[src/rtl/sar_ctrl_pkg.sv]
package sar_ctrl_pkg;
  typedef enum logic {
    ST_IDLE = 1'b0,
    ST_CONV = 1'b1
  } conv_state_e;
endpackage

[src/rtl/sar_fall_detect.sv]
module sar_fall_detect (
  input  logic clk,
  input  logic rst,
  input  logic level_i,
  output logic fall_o
);
  logic prev_q;

  always_ff @(posedge clk) begin
    if (rst) prev_q <= 1'b0;
    else     prev_q <= level_i;
  end

  assign fall_o = prev_q & ~level_i;

  // a detected fall must follow a cycle with the request high
  p_fall_after_high_r2: assert property (@(posedge clk) disable iff (rst)
    fall_o |-> $past(level_i));
endmodule

[src/rtl/sar_step_seq.sv]
module sar_step_seq
  import sar_ctrl_pkg::*;
#(
  parameter int WIDTH = 16,
  parameter int CNT_W = $clog2(WIDTH + 1)
) (
  input  logic             clk,
  input  logic             rst,
  input  logic             fall_i,
  output logic             busy_o,
  output logic             arm_o,
  output logic [CNT_W-1:0] idx_o
);
  localparam logic [CNT_W-1:0] LAST = CNT_W'(WIDTH);

  conv_state_e      state_q;
  logic [CNT_W-1:0] idx_q;

  assign arm_o  = fall_i && (state_q == ST_IDLE);
  assign busy_o = (state_q == ST_CONV);
  assign idx_o  = idx_q;

  always_ff @(posedge clk) begin
    if (rst) begin
      state_q <= ST_IDLE;
      idx_q   <= '0;
    end else begin
      unique case (state_q)
        ST_IDLE: begin
          if (fall_i) begin
            state_q <= ST_CONV;
            idx_q   <= '0;
          end
        end
        ST_CONV: begin
          if (idx_q == LAST) begin
            state_q <= ST_IDLE;
            idx_q   <= '0;
          end else begin
            idx_q <= idx_q + 1'b1;
          end
        end
        default: state_q <= ST_IDLE;
      endcase
    end
  end

  // an accepted request opens the run at step zero
  p_arm_opens_run_r2: assert property (@(posedge clk) disable iff (rst)
    arm_o |=> (busy_o && idx_q == '0));

  // the run closes right after its final step
  p_run_closes_r3: assert property (@(posedge clk) disable iff (rst)
    (busy_o && idx_q == LAST) |=> !busy_o);

  // mid-run requests neither restart nor stall the step count
  p_no_restart_r7: assert property (@(posedge clk) disable iff (rst)
    (busy_o && idx_q != LAST) |=> (busy_o && idx_q == $past(idx_q) + CNT_W'(1)));
endmodule

[src/rtl/sar_code_reg.sv]
module sar_code_reg #(
  parameter int WIDTH = 16,
  parameter int CNT_W = $clog2(WIDTH + 1)
) (
  input  logic             clk,
  input  logic             rst,
  input  logic             arm_i,
  input  logic             busy_i,
  input  logic [CNT_W-1:0] idx_i,
  input  logic             cmp_i,
  output logic [WIDTH-1:0] code_o
);
  for (genvar i = 0; i < WIDTH; i++) begin : g_bit
    localparam logic [CNT_W-1:0] TRIAL_AT  = CNT_W'(WIDTH - 1 - i);
    localparam logic [CNT_W-1:0] DECIDE_AT = CNT_W'(WIDTH - i);
    logic q;

    always_ff @(posedge clk) begin
      if (rst || arm_i) begin
        q <= 1'b1;
      end else if (busy_i) begin
        if (idx_i == DECIDE_AT)     q <= ~cmp_i;
        else if (idx_i == TRIAL_AT) q <= 1'b0;
      end
    end

    assign code_o[i] = q;

    // the decision step stores the inverted comparator bit
    p_decide_r5: assert property (@(posedge clk) disable iff (rst)
      (busy_i && !arm_i && idx_i == DECIDE_AT) |=> (q == !$past(cmp_i)));
  end

  // the first step drives only the top bit low
  p_first_trial_r4: assert property (@(posedge clk) disable iff (rst)
    (busy_i && idx_i == '0) |=> (code_o == {1'b0, {(WIDTH-1){1'b1}}}));

  // the code is frozen while idle
  p_idle_hold_r8: assert property (@(posedge clk) disable iff (rst)
    (!busy_i && !arm_i) |=> $stable(code_o));
endmodule

[src/rtl/sar_gated_ctrl.sv]
module sar_gated_ctrl #(
  parameter int WIDTH = 16
) (
  input  logic             clk,
  input  logic             rst,
  input  logic             conv_start,
  input  logic             cmp_above,
  output logic             busy,
  output logic [WIDTH-1:0] sar_code
);
  localparam int CNT_W = $clog2(WIDTH + 1);

  logic             fall;
  logic             arm;
  logic [CNT_W-1:0] idx;

  sar_fall_detect u_fall (
    .clk     (clk),
    .rst     (rst),
    .level_i (conv_start),
    .fall_o  (fall)
  );

  sar_step_seq #(.WIDTH(WIDTH), .CNT_W(CNT_W)) u_seq (
    .clk    (clk),
    .rst    (rst),
    .fall_i (fall),
    .busy_o (busy),
    .arm_o  (arm),
    .idx_o  (idx)
  );

  sar_code_reg #(.WIDTH(WIDTH), .CNT_W(CNT_W)) u_code (
    .clk    (clk),
    .rst    (rst),
    .arm_i  (arm),
    .busy_i (busy),
    .idx_i  (idx),
    .cmp_i  (cmp_above),
    .code_o (sar_code)
  );

  // reset returns the block to idle with the all-ones code
  p_reset_idle_r1: assert property (@(posedge clk)
    rst |=> (!busy && sar_code == {WIDTH{1'b1}}));
endmodule

[config.mk]
export PLATFORM = sky130hd
export DESIGN_NAME = sar_gated_ctrl
export DESIGN_NICKNAME = d
export VERILOG_FILES = /design/src/rtl/sar_ctrl_pkg.sv /design/src/rtl/sar_fall_detect.sv /design/src/rtl/sar_step_seq.sv /design/src/rtl/sar_code_reg.sv /design/src/rtl/sar_gated_ctrl.sv
export SDC_FILE = /design/constraint.sdc
export NUM_CORES = 1
export LEC_CHECK = 0
export BUFFER_PORTS_ARGS = -buffer_cell sky130_fd_sc_hd__buf_2
export CORE_MARGIN = 8
export CORE_UTILIZATION = 30
export CTS_BUF_LIST = sky130_fd_sc_hd__clkbuf_16
export DETAILED_ROUTE_END_ITERATION = 7
export PLACE_DENSITY = 0.54
export SLEW_MARGIN = 40
export SYNTH_ARGS = -nofsm -noshare
export SYNTH_HDL_FRONTEND = slang
export SYNTH_SLANG_ARGS = --single-unit
[constraint.sdc]
create_clock -name clk -period 2.2 [get_ports clk]
set_input_delay 0.11 -clock clk [delete_from_list [all_inputs] [get_ports clk]]
set_output_delay 0.11 -clock clk [all_outputs]
set_load 0.05 [all_outputs]
==> impl_metrics.env, run 1 <==
export IMPL_cts_buffers=3
export IMPL_gp_congestion=0.8965
export IMPL_core_sq_um=3689
export IMPL_rsz0062_at_grt="false"
export IMPL_use_met2=0.1384
export IMPL_hpwl_mm=1.897
export IMPL_die_h_um=78.35
export IMPL_final_area_sq_um=1269
export IMPL_drc=0
export IMPL_yosysTopAreaCellShare=0.3948
export IMPL_synth_seq_cells=23
export IMPL_cp_arrival_ns=1.84
export IMPL_synthFlopType="dfxtp_1"
export IMPL_power_leakage_nw=0.4669
export IMPL_hold_path_end="u_fall.prev_q"
export IMPL_relSlewSlack=0.5828
export IMPL_critPathLaunch="u_seq.idx_o[0]"
export IMPL_wl_per_cell_um=13.25
export IMPL_die_area_sq_um=6138
export IMPL_critPathRequiredTime_ns=2.39
export IMPL_antenna_found_initial=0
export IMPL_seq_area_frac_synth=0.3948
export IMPL_finalWirelength_mm=2.530
export IMPL_grt_pass1_wl_mm=4.326
export IMPL_cts_buffer_depth=2
export IMPL_antenna_cells=0
export IMPL_period_share=0.7482
export IMPL_hold_depth=3
export IMPL_ir_worst_vdd_v=0.0003632
export IMPL_postCtsSetupBuffers=0
export IMPL_grt_max_degree=17
export IMPL_fin_ws_ns=0.5540
export IMPL_drtPass1Iterations=4
export IMPL_busiest_layer="met2"
export IMPL_hold_path_class="in2reg"
export IMPL_fill_cells=391
export IMPL_htree_levels=1
export IMPL_r2r_start="u_seq.idx_o[0]"
export IMPL_drv_slew=0
export IMPL_grtUsageMet1=0.09742
export IMPL_skew_ns=0.004022
export IMPL_die_w_um=78.35
export IMPL_final_nets=153
export IMPL_status="finished, final reports clean"
export IMPL_async_flop_share=0
export IMPL_synthTopCellsByCount="23 x dfxtp_1, 16 x buf_4, 12 x o211ai_1, 12 x o21ai_0"
export IMPL_pwr_density_cell_nw_per_um2=688.8
export IMPL_synthesis_nets=148
export IMPL_ant_nets=0
export IMPL_clk_latency_ns=0.26
export IMPL_yosys_top_cells_area="dfxtp_1 39%, buf_4 10%, o211ai_1 7.7%"
export IMPL_drv_cap=0
export IMPL_grt_pass1_vias=938
export IMPL_synth_cells=139
export IMPL_placed_area_sq_um=1189
export IMPL_fp_row_count=22
export IMPL_yosys_warnings=0
export IMPL_dpl_worst_slack_ns=0.5845
export IMPL_drtIter0Drc=48
export IMPL_seq_area_sq_um=460.4
export IMPL_gr_total_overflow=0
export IMPL_cts_resized=0
export IMPL_vias=957
export IMPL_cp_end_kind="flip-flop"
export IMPL_finalSetupViolations=0
export IMPL_avgViaCountPerCell=5.010
export IMPL_pin_count=21
export IMPL_critPathLaunchType="flip-flop"
export IMPL_multi_input_area_sq_um=538.0
export IMPL_io_buffer_count=20
export IMPL_hold_viol_final=0
export IMPL_start_util=0.3161
export IMPL_min_period_ns=1.646
export IMPL_critPathKind="reg2reg"
export IMPL_syn_area_sq_um=1166
export IMPL_clock_fmax_ghz=0.6075
export IMPL_cts_root_buf="clkbuf_16"
export IMPL_grtUsageTotal=0.08698
export IMPL_met3_usage=0.03417
export IMPL_fin_setup_tns_ns=0
export IMPL_area_delta_synth_final_pct=8.799
export IMPL_cts_sink_count=23
export IMPL_r2r_cells=5
export IMPL_synth_edff_count=0
export IMPL_ctsHoldBuffers=0
export IMPL_ys_types=32
export IMPL_yosysMostFrequentCell="dfxtp_1"
export IMPL_cp_max_fo=6
export IMPL_reg2reg_slack_ns=0.55
export IMPL_synth_largest_area_cell="dfxtp_1"
export IMPL_syn_area_per_cell_sq_um=8.389
export IMPL_tightest_slew_ns=0.6251
export IMPL_cts_tree="done"
export IMPL_drive_gt1_frac=0.1888
export IMPL_r2r_end="u_seq.idx_o[2]"
export IMPL_hp_start="conv_start"
export IMPL_path_clk_slew_ns=0.06
==> cells in the final DEF, fill, tap and decap left out, types with 2 or more instances in the layout <==
cell type,instances
nand3_1,5
inv_1,7
o21ai_0,12
or3_1,2
a31oi_1,3
buf_2,20
o211ai_1,12
nand2_1,10
ha_1,5
clkbuf_16,3
nand2b_1,4
o21ai_1,5
dfxtp_1,23
a21oi_1,5
nor2_1,10
==> worst max-delay path by stage <==
stage                         endpoint  slack [ns]  cells past startpoint
finish                  u_seq.idx_o[2]        0.55                      5
detailed placement      u_seq.idx_o[2]        0.58                      5
global route         u_code.g_bit[1].q        0.41                      6
global placement        u_seq.idx_o[2]        0.63                      5
floorplan           u_code.g_bit[10].q        0.58                      5
CTS                     u_seq.idx_o[2]        0.56                      5
==> worst max-delay path: stages, from the launching register on <==
cell	delay, ns
dfxtp_1	0.42
inv_1	0.11
ha_1	0.25
and4bb_1	0.25
or4_1	0.40
a21oi_1	0.14
==> stage by stage <==
stage | hold slack [ns] | instances | utilization | power (mW)
final | 0.1025 | 191 | 0.3440 | 0.8739
after global placement | 0.3564 | 187 | 0.3223 | 0.4803
after global routing | 0.1354 | 191 | 0.3440 | 0.9035
after detailed placement | 0.3671 | 187 | 0.3223 | 0.4811
after floorplan | 0.2572 | 139 | - | 0.4701
after CTS | 0.09819 | 191 | 0.3440 | 0.8824
==> metal layers <==
| metal | wire, um | up-vias |
|---|---|---|
| li1 | - | 486 |
| met1 | 1174 | 445 |
| met2 | 1157 | 22 |
| met3 | 146 | 4 |
| met4 | 52 | 0 |
| met5 | 0 | - |
==> sequential cells by signal, summed over array words and instances, names as in the netlist <==
| signal | count |
|---|---|
| u_code.g_bit.q | 16 |
| u_fall.prev_q | 1 |
| u_seq.busy_o | 1 |
| u_seq.idx_o | 5 |
==> report_power, final <==
part           internal [mW]  switching (mW)  total (mW)  leakage, nW
Clock                  0.245           0.156       0.401       0.0409
Combinational         0.0128          0.0347      0.0475        0.240
Sequential             0.421         0.00447       0.425        0.187
Total                  0.678           0.196       0.874        0.467
==> logic make-up (layout without fill, tap and decap cells) <==
group | Yosys count | after routing | synth area share
AOI/OAI and AO/OA | 43 | 43 | 0.2296
adders and majority gates | 5 | 5 | 0.05365
buffers and inverters | 28 | 32 | 0.1438
DFF | 23 | 23 | 0.3948
muxes | 1 | 1 | 0.009656
and+or+nand+nor | 39 | 39 | 0.1685
==> cell type report <==
class / count / area share
clock inverter: 1 / 0.003945
inverter: 8 / 0.02367
tap: 48 / 0.04734
clock buffer: 3 / 0.05917
timing repair buffer: 20 / 0.07890
sequential: 23 / 0.3629
multi-input combinational: 88 / 0.4241
Power figures use the tool's default switching activity.
==> run 2: changes to the inputs <==
==> constraint.sdc (replaced) <==
create_clock -name clk -period 1.6 [get_ports clk]
set_input_delay 0.08 -clock clk [delete_from_list [all_inputs] [get_ports clk]]
set_output_delay 0.08 -clock clk [all_outputs]
set_load 0.05 [all_outputs]
==> run 2 against run 1 <==
Against the previous run: routed wire length is 1.0% lower; largest cell class unchanged; critical endpoint unchanged; critical path type unchanged; hold slack got worse by 0.041 ns; clock skew shrank 0.0017 ns; largest power group unchanged.
==> impl_metrics.env, run 2 (synthesis results as in run 1) <==
export IMPL_hpwl_mm=1.928
export IMPL_die_w_um=78.35
export IMPL_cp_end_kind="flip-flop"
export IMPL_io_buffer_count=20
export IMPL_htree_levels=1
export IMPL_period_share=0.9257
export IMPL_rsz0062_at_grt="false"
export IMPL_antenna_found_initial=0
export IMPL_drv_cap=0
export IMPL_die_area_sq_um=6138
export IMPL_hold_viol_final=0
export IMPL_status="finished, final reports clean"
export IMPL_grt_pass1_vias=1012
export IMPL_grtUsageTotal=0.08708
export IMPL_cts_tree="done"
export IMPL_drtIter0Drc=47
export IMPL_placed_area_sq_um=1227
export IMPL_ant_nets=0
export IMPL_drive_gt1_frac=0.2568
export IMPL_finalSetupViolations=0
export IMPL_core_sq_um=3689
export IMPL_fin_setup_tns_ns=0
export IMPL_gr_total_overflow=0
export IMPL_path_clk_slew_ns=0.06
export IMPL_clk_latency_ns=0.25
export IMPL_final_nets=158
export IMPL_multi_input_area_sq_um=548.0
export IMPL_cts_buffers=3
export IMPL_tightest_slew_ns=0.3996
export IMPL_grt_max_degree=17
export IMPL_drtPass1Iterations=5
export IMPL_critPathRequiredTime_ns=1.78
export IMPL_fp_row_count=22
export IMPL_fill_cells=390
export IMPL_cts_root_buf="clkbuf_16"
export IMPL_final_area_sq_um=1321
export IMPL_power_leakage_nw=0.4933
export IMPL_seq_area_sq_um=465.4
export IMPL_antenna_cells=0
export IMPL_finalWirelength_mm=2.504
export IMPL_vias=953
export IMPL_total_power_mw=1.191
export IMPL_start_util=0.3161
export IMPL_cts_sink_count=23
export IMPL_ir_worst_vdd_v=0.0004616
export IMPL_wl_per_cell_um=12.78
export IMPL_mostFrequentLayoutCells="20 x buf_2, 19 x dfxtp_1, 12 x o21ai_0, 12 x o211ai_1, 10 x nand2_1"
export IMPL_area_delta_synth_final_pct=13.31
export IMPL_r2r_start="u_seq.idx_o[0]"
export IMPL_grt_pass1_wl_mm=4.505
export IMPL_drc=0
export IMPL_regMostFlops="u_code.g_bit.q"
export IMPL_fin_hold_ws_ns=0.06128
export IMPL_cp_arrival_ns=1.67
export IMPL_critPathLaunch="u_seq.idx_o[0]"
export IMPL_critPathKind="reg2reg"
export IMPL_min_period_ns=1.481
export IMPL_cp_max_fo=6
export IMPL_relSlewSlack=0.7308
export IMPL_avgViaCountPerCell=4.862
export IMPL_pwr_density_cell_nw_per_um2=901.6
export IMPL_gp_congestion=0.8637
export IMPL_postLayoutCoreUtil=0.3582
export IMPL_hp_start="conv_start"
export IMPL_cts_buffer_depth=2
export IMPL_hold_path_class="in2reg"
export IMPL_die_h_um=78.35
export IMPL_critPathLaunchType="flip-flop"
export IMPL_drv_slew=0
export IMPL_skew_ns=0.002359
export IMPL_largest_register_ffs=16
export IMPL_clock_fmax_ghz=0.6752
export IMPL_final_common_cell="buf_2"
export IMPL_pin_count=21
==> run 2: final timing paths <==
path / end / slack (ns) / depth (start not counted)
worst max-delay path: u_seq.idx_o[2] / 0.12 / 5
worst min-delay path: u_fall.prev_q / 0.06 / 3
worst max register to register: u_seq.idx_o[2] / 0.12 / 5
worst min register to register: u_code.g_bit[1].q / 0.49 / 2
==> run 2: area by class of cell <==
cell class / instances / area share
Sequential cell: 23 / 0.3523
Clock inverter: 1 / 0.003788
Inverter: 8 / 0.02273
Multi-Input combinational cell: 88 / 0.4148
Tap cell: 48 / 0.04545
Clock buffer: 3 / 0.05682
Timing Repair Buffer: 25 / 0.1042
==> run 2: power breakdown <==
part | total [mW] | switching [mW] | internal, mW
sequential | 0.586 | 0.00629 | 0.579
clock | 0.537 | 0.201 | 0.336
combinational | 0.0691 | 0.0482 | 0.0209
total | 1.19 | 0.255 | 0.936
==> run 2: layer usage <==
| metal | wire, um | GRT usage | share of wire |
|---|---|---|---|
| met1 | 1203 | 0.1017 | 0.48 |
| met2 | 1132 | 0.1458 | 0.45 |
| met3 | 163 | 0.03531 | 0.065 |
| met4 | 6 | 0.01852 | 0.0024 |
| met5 | 0 | 0 | 0 |
==> run 2: per-stage QoR <==
stage               instances  worst slack [ns]
floorplan                 139           0.08224
global placement          192           0.08191
detailed placement        192           0.01600
CTS                       196         0.0004488
global route              196          0.004436
finish                    196            0.1189
==> run 2: worst max-delay path, cell delays in order (launching register included) <==
cell and delay [ns]:
dfxtp_2 0.37, inv_1 0.09, ha_2 0.21, and4bb_1 0.20, or4_1 0.39, a21oi_1 0.14
==> run 2: what timing repair did <==
| item | CTS | global route |
|---|---|---|
| setup buffers | 0 | 0 |
| gates resized for setup | 0 | 6 |
| endpoints found under the hold margin | 0 | 0 |
| setup endpoints to repair | 0 | 9 |
| hold buffers | 0 | 0 |
==> run 3: changes to the inputs <==
--- a/config.mk
+++ b/config.mk
@@ -5,8 +5,8 @@
 export SDC_FILE = /design/constraint.sdc
 export NUM_CORES = 1
 export LEC_CHECK = 0
-export BUFFER_PORTS_ARGS = -buffer_cell sky130_fd_sc_hd__buf_2
-export CORE_MARGIN = 8
+export BUFFER_PORTS_ARGS = -buffer_cell sky130_fd_sc_hd__buf_4
+export CORE_MARGIN = 5
 export CORE_UTILIZATION = 30
 export CTS_BUF_LIST = sky130_fd_sc_hd__clkbuf_16
 export DETAILED_ROUTE_END_ITERATION = 7
==> run 3 against run 2 <==
Against the previous run: highest routed layer unchanged; clock skew about the same; die area decreased by 15%; via count increased by 1.0%; non-clock buffer count unchanged.
==> impl_metrics.env, run 3 (synthesis results as in run 1) <==
export IMPL_drv_cap=0
export IMPL_io_buffer_count=20
export IMPL_fp_row_count=22
export IMPL_grt_pass1_vias=925
export IMPL_die_area_sq_um=5234
export IMPL_antenna_cells=0
export IMPL_critPathMaxStageDelay_ns=0.39
export IMPL_cts_resized=0
export IMPL_path_buf_inv=1
export IMPL_pin_count=21
export IMPL_cp_top_family="simple AND/OR/NAND/NOR gates"
export IMPL_crit_chain="inv_1, ha_2, and4bb_1, or4_1, a21oi_1"
export IMPL_antenna_found_initial=0
export IMPL_finalWirelength_mm=2.503
export IMPL_mostFrequentLayoutCells="25 x buf_4, 19 x dfxtp_1, 12 x o21ai_0, 12 x o211ai_1, 10 x nand2_1"
export IMPL_cp_max_fo=6
export IMPL_crit_slowest_cell="or4_1"
export IMPL_dpl_worst_slack_ns=0.01754
export IMPL_grtUsageTotal=0.1014
export IMPL_core_sq_um=3716
export IMPL_period_share=0.9416
export IMPL_seq_area_sq_um=465.4
export IMPL_cts_buffer_depth=2
export IMPL_tightest_slew_ns=0.4325
export IMPL_area_delta_synth_final_pct=17.17
export IMPL_power_leakage_nw=0.5255
export IMPL_critPathRequiredTime_ns=1.78
export IMPL_avgViaCountPerCell=4.913
export IMPL_multi_input_area_sq_um=543.0
export IMPL_drtIter0Drc=31
export IMPL_min_period_ns=1.507
export IMPL_hpwl_mm=1.914
export IMPL_drc=0
export IMPL_die_h_um=72.35
export IMPL_regMostFlops="u_code.g_bit.q"
export IMPL_fill_cells=389
export IMPL_postLayoutCoreUtil=0.3677
export IMPL_hold_viol_final=0
export IMPL_clk_latency_ns=0.25
export IMPL_grt_pass1_wl_mm=4.181
export IMPL_gp_congestion=0.7856
export IMPL_pwr_density_cell_nw_per_um2=873.3
export IMPL_final_common_cell="buf_4"
export IMPL_final_nets=158
export IMPL_vias=963
export IMPL_ir_worst_vdd_v=0.0005577
export IMPL_die_w_um=72.35
export IMPL_ctsHoldBuffers=0
export IMPL_largest_register_ffs=16
export IMPL_path_clk_slew_ns=0.06
export IMPL_htree_levels=1
export IMPL_critPathLaunchType="flip-flop"
export IMPL_wl_per_cell_um=12.77
export IMPL_fin_setup_tns_ns=0
export IMPL_drtPass1Iterations=4
export IMPL_finalSetupViolations=0
export IMPL_cts_tree="done"
export IMPL_cts_root_buf="clkbuf_16"
export IMPL_postCtsSetupBuffers=0
export IMPL_clock_fmax_ghz=0.6637
export IMPL_hold_path_class="in2reg"
export IMPL_relSlewSlack=0.7117
export IMPL_cts_buffers=3
export IMPL_ant_nets=0
export IMPL_grt_max_degree=14
export IMPL_cp_end_kind="flip-flop"
export IMPL_cp_arrival_ns=1.69
export IMPL_drive_gt1_frac=0.2568
export IMPL_cts_sink_count=23
export IMPL_drv_slew=0
export IMPL_critPathKind="reg2reg"
export IMPL_status="finished, final reports clean"
export IMPL_fin_ws_ns=0.09338
export IMPL_skew_ns=0.002476
export IMPL_start_util=0.3138
export IMPL_gr_total_overflow=0
export IMPL_rsz0062_at_grt="false"
## run 3: worst paths after layout
check,from,to,slack [ns],depth (start not counted)
hold / removal,rst,u_fall.prev_q,0.05,2
setup reg to reg,u_seq.idx_o[0],u_seq.idx_o[2],0.09,5
setup / recovery,u_seq.idx_o[0],u_seq.idx_o[2],0.09,5
hold reg to reg,u_code.g_bit[4].q,u_code.g_bit[4].q,0.49,2
## run 3: worst reg2reg max path, cell delays in order (launching register included)
cell,delay [ns]
dfxtp_2,0.38
inv_1,0.09
ha_2,0.22
and4bb_1,0.21
or4_1,0.39
a21oi_1,0.14
## run 3: final cells by class
cell class | count | area share
flip-flops and latches | 23 | 0.3407
multi-input cells | 88 | 0.3974
clock buffers | 3 | 0.05495
clock inverters | 1 | 0.003663
inverters | 8 | 0.02198
repair buffers | 25 | 0.1374
well taps | 48 | 0.04396
## run 3: layer usage
layer  global-route usage  vias up  share of wire
li1                     -      497              -
met1               0.1223      441           0.46
met2               0.1628       21           0.46
met3              0.03047        4          0.056
met4              0.05010        0          0.020
met5                    0        -              0
## run 3: where the power goes
part	leakage, nW	internal, mW	switching (mW)
combinational	0.296	0.0242	0.0475
sequential	0.188	0.579	0.00665
clock	0.0409	0.336	0.199
## run 3: per-stage QoR
stage          cell area, sq um  cells  hold slack (ns)  total power, mW
4_1_cts                    1358    196          0.05047            1.208
3_3_place_gp               1277    192           0.3180           0.6683
3_5_place_dp               1277    192           0.3224           0.6689
2_1_floorplan              1167    139           0.2272           0.6467
6_report                   1366    196          0.04928            1.193
5_1_grt                    1366    196          0.05327            1.243
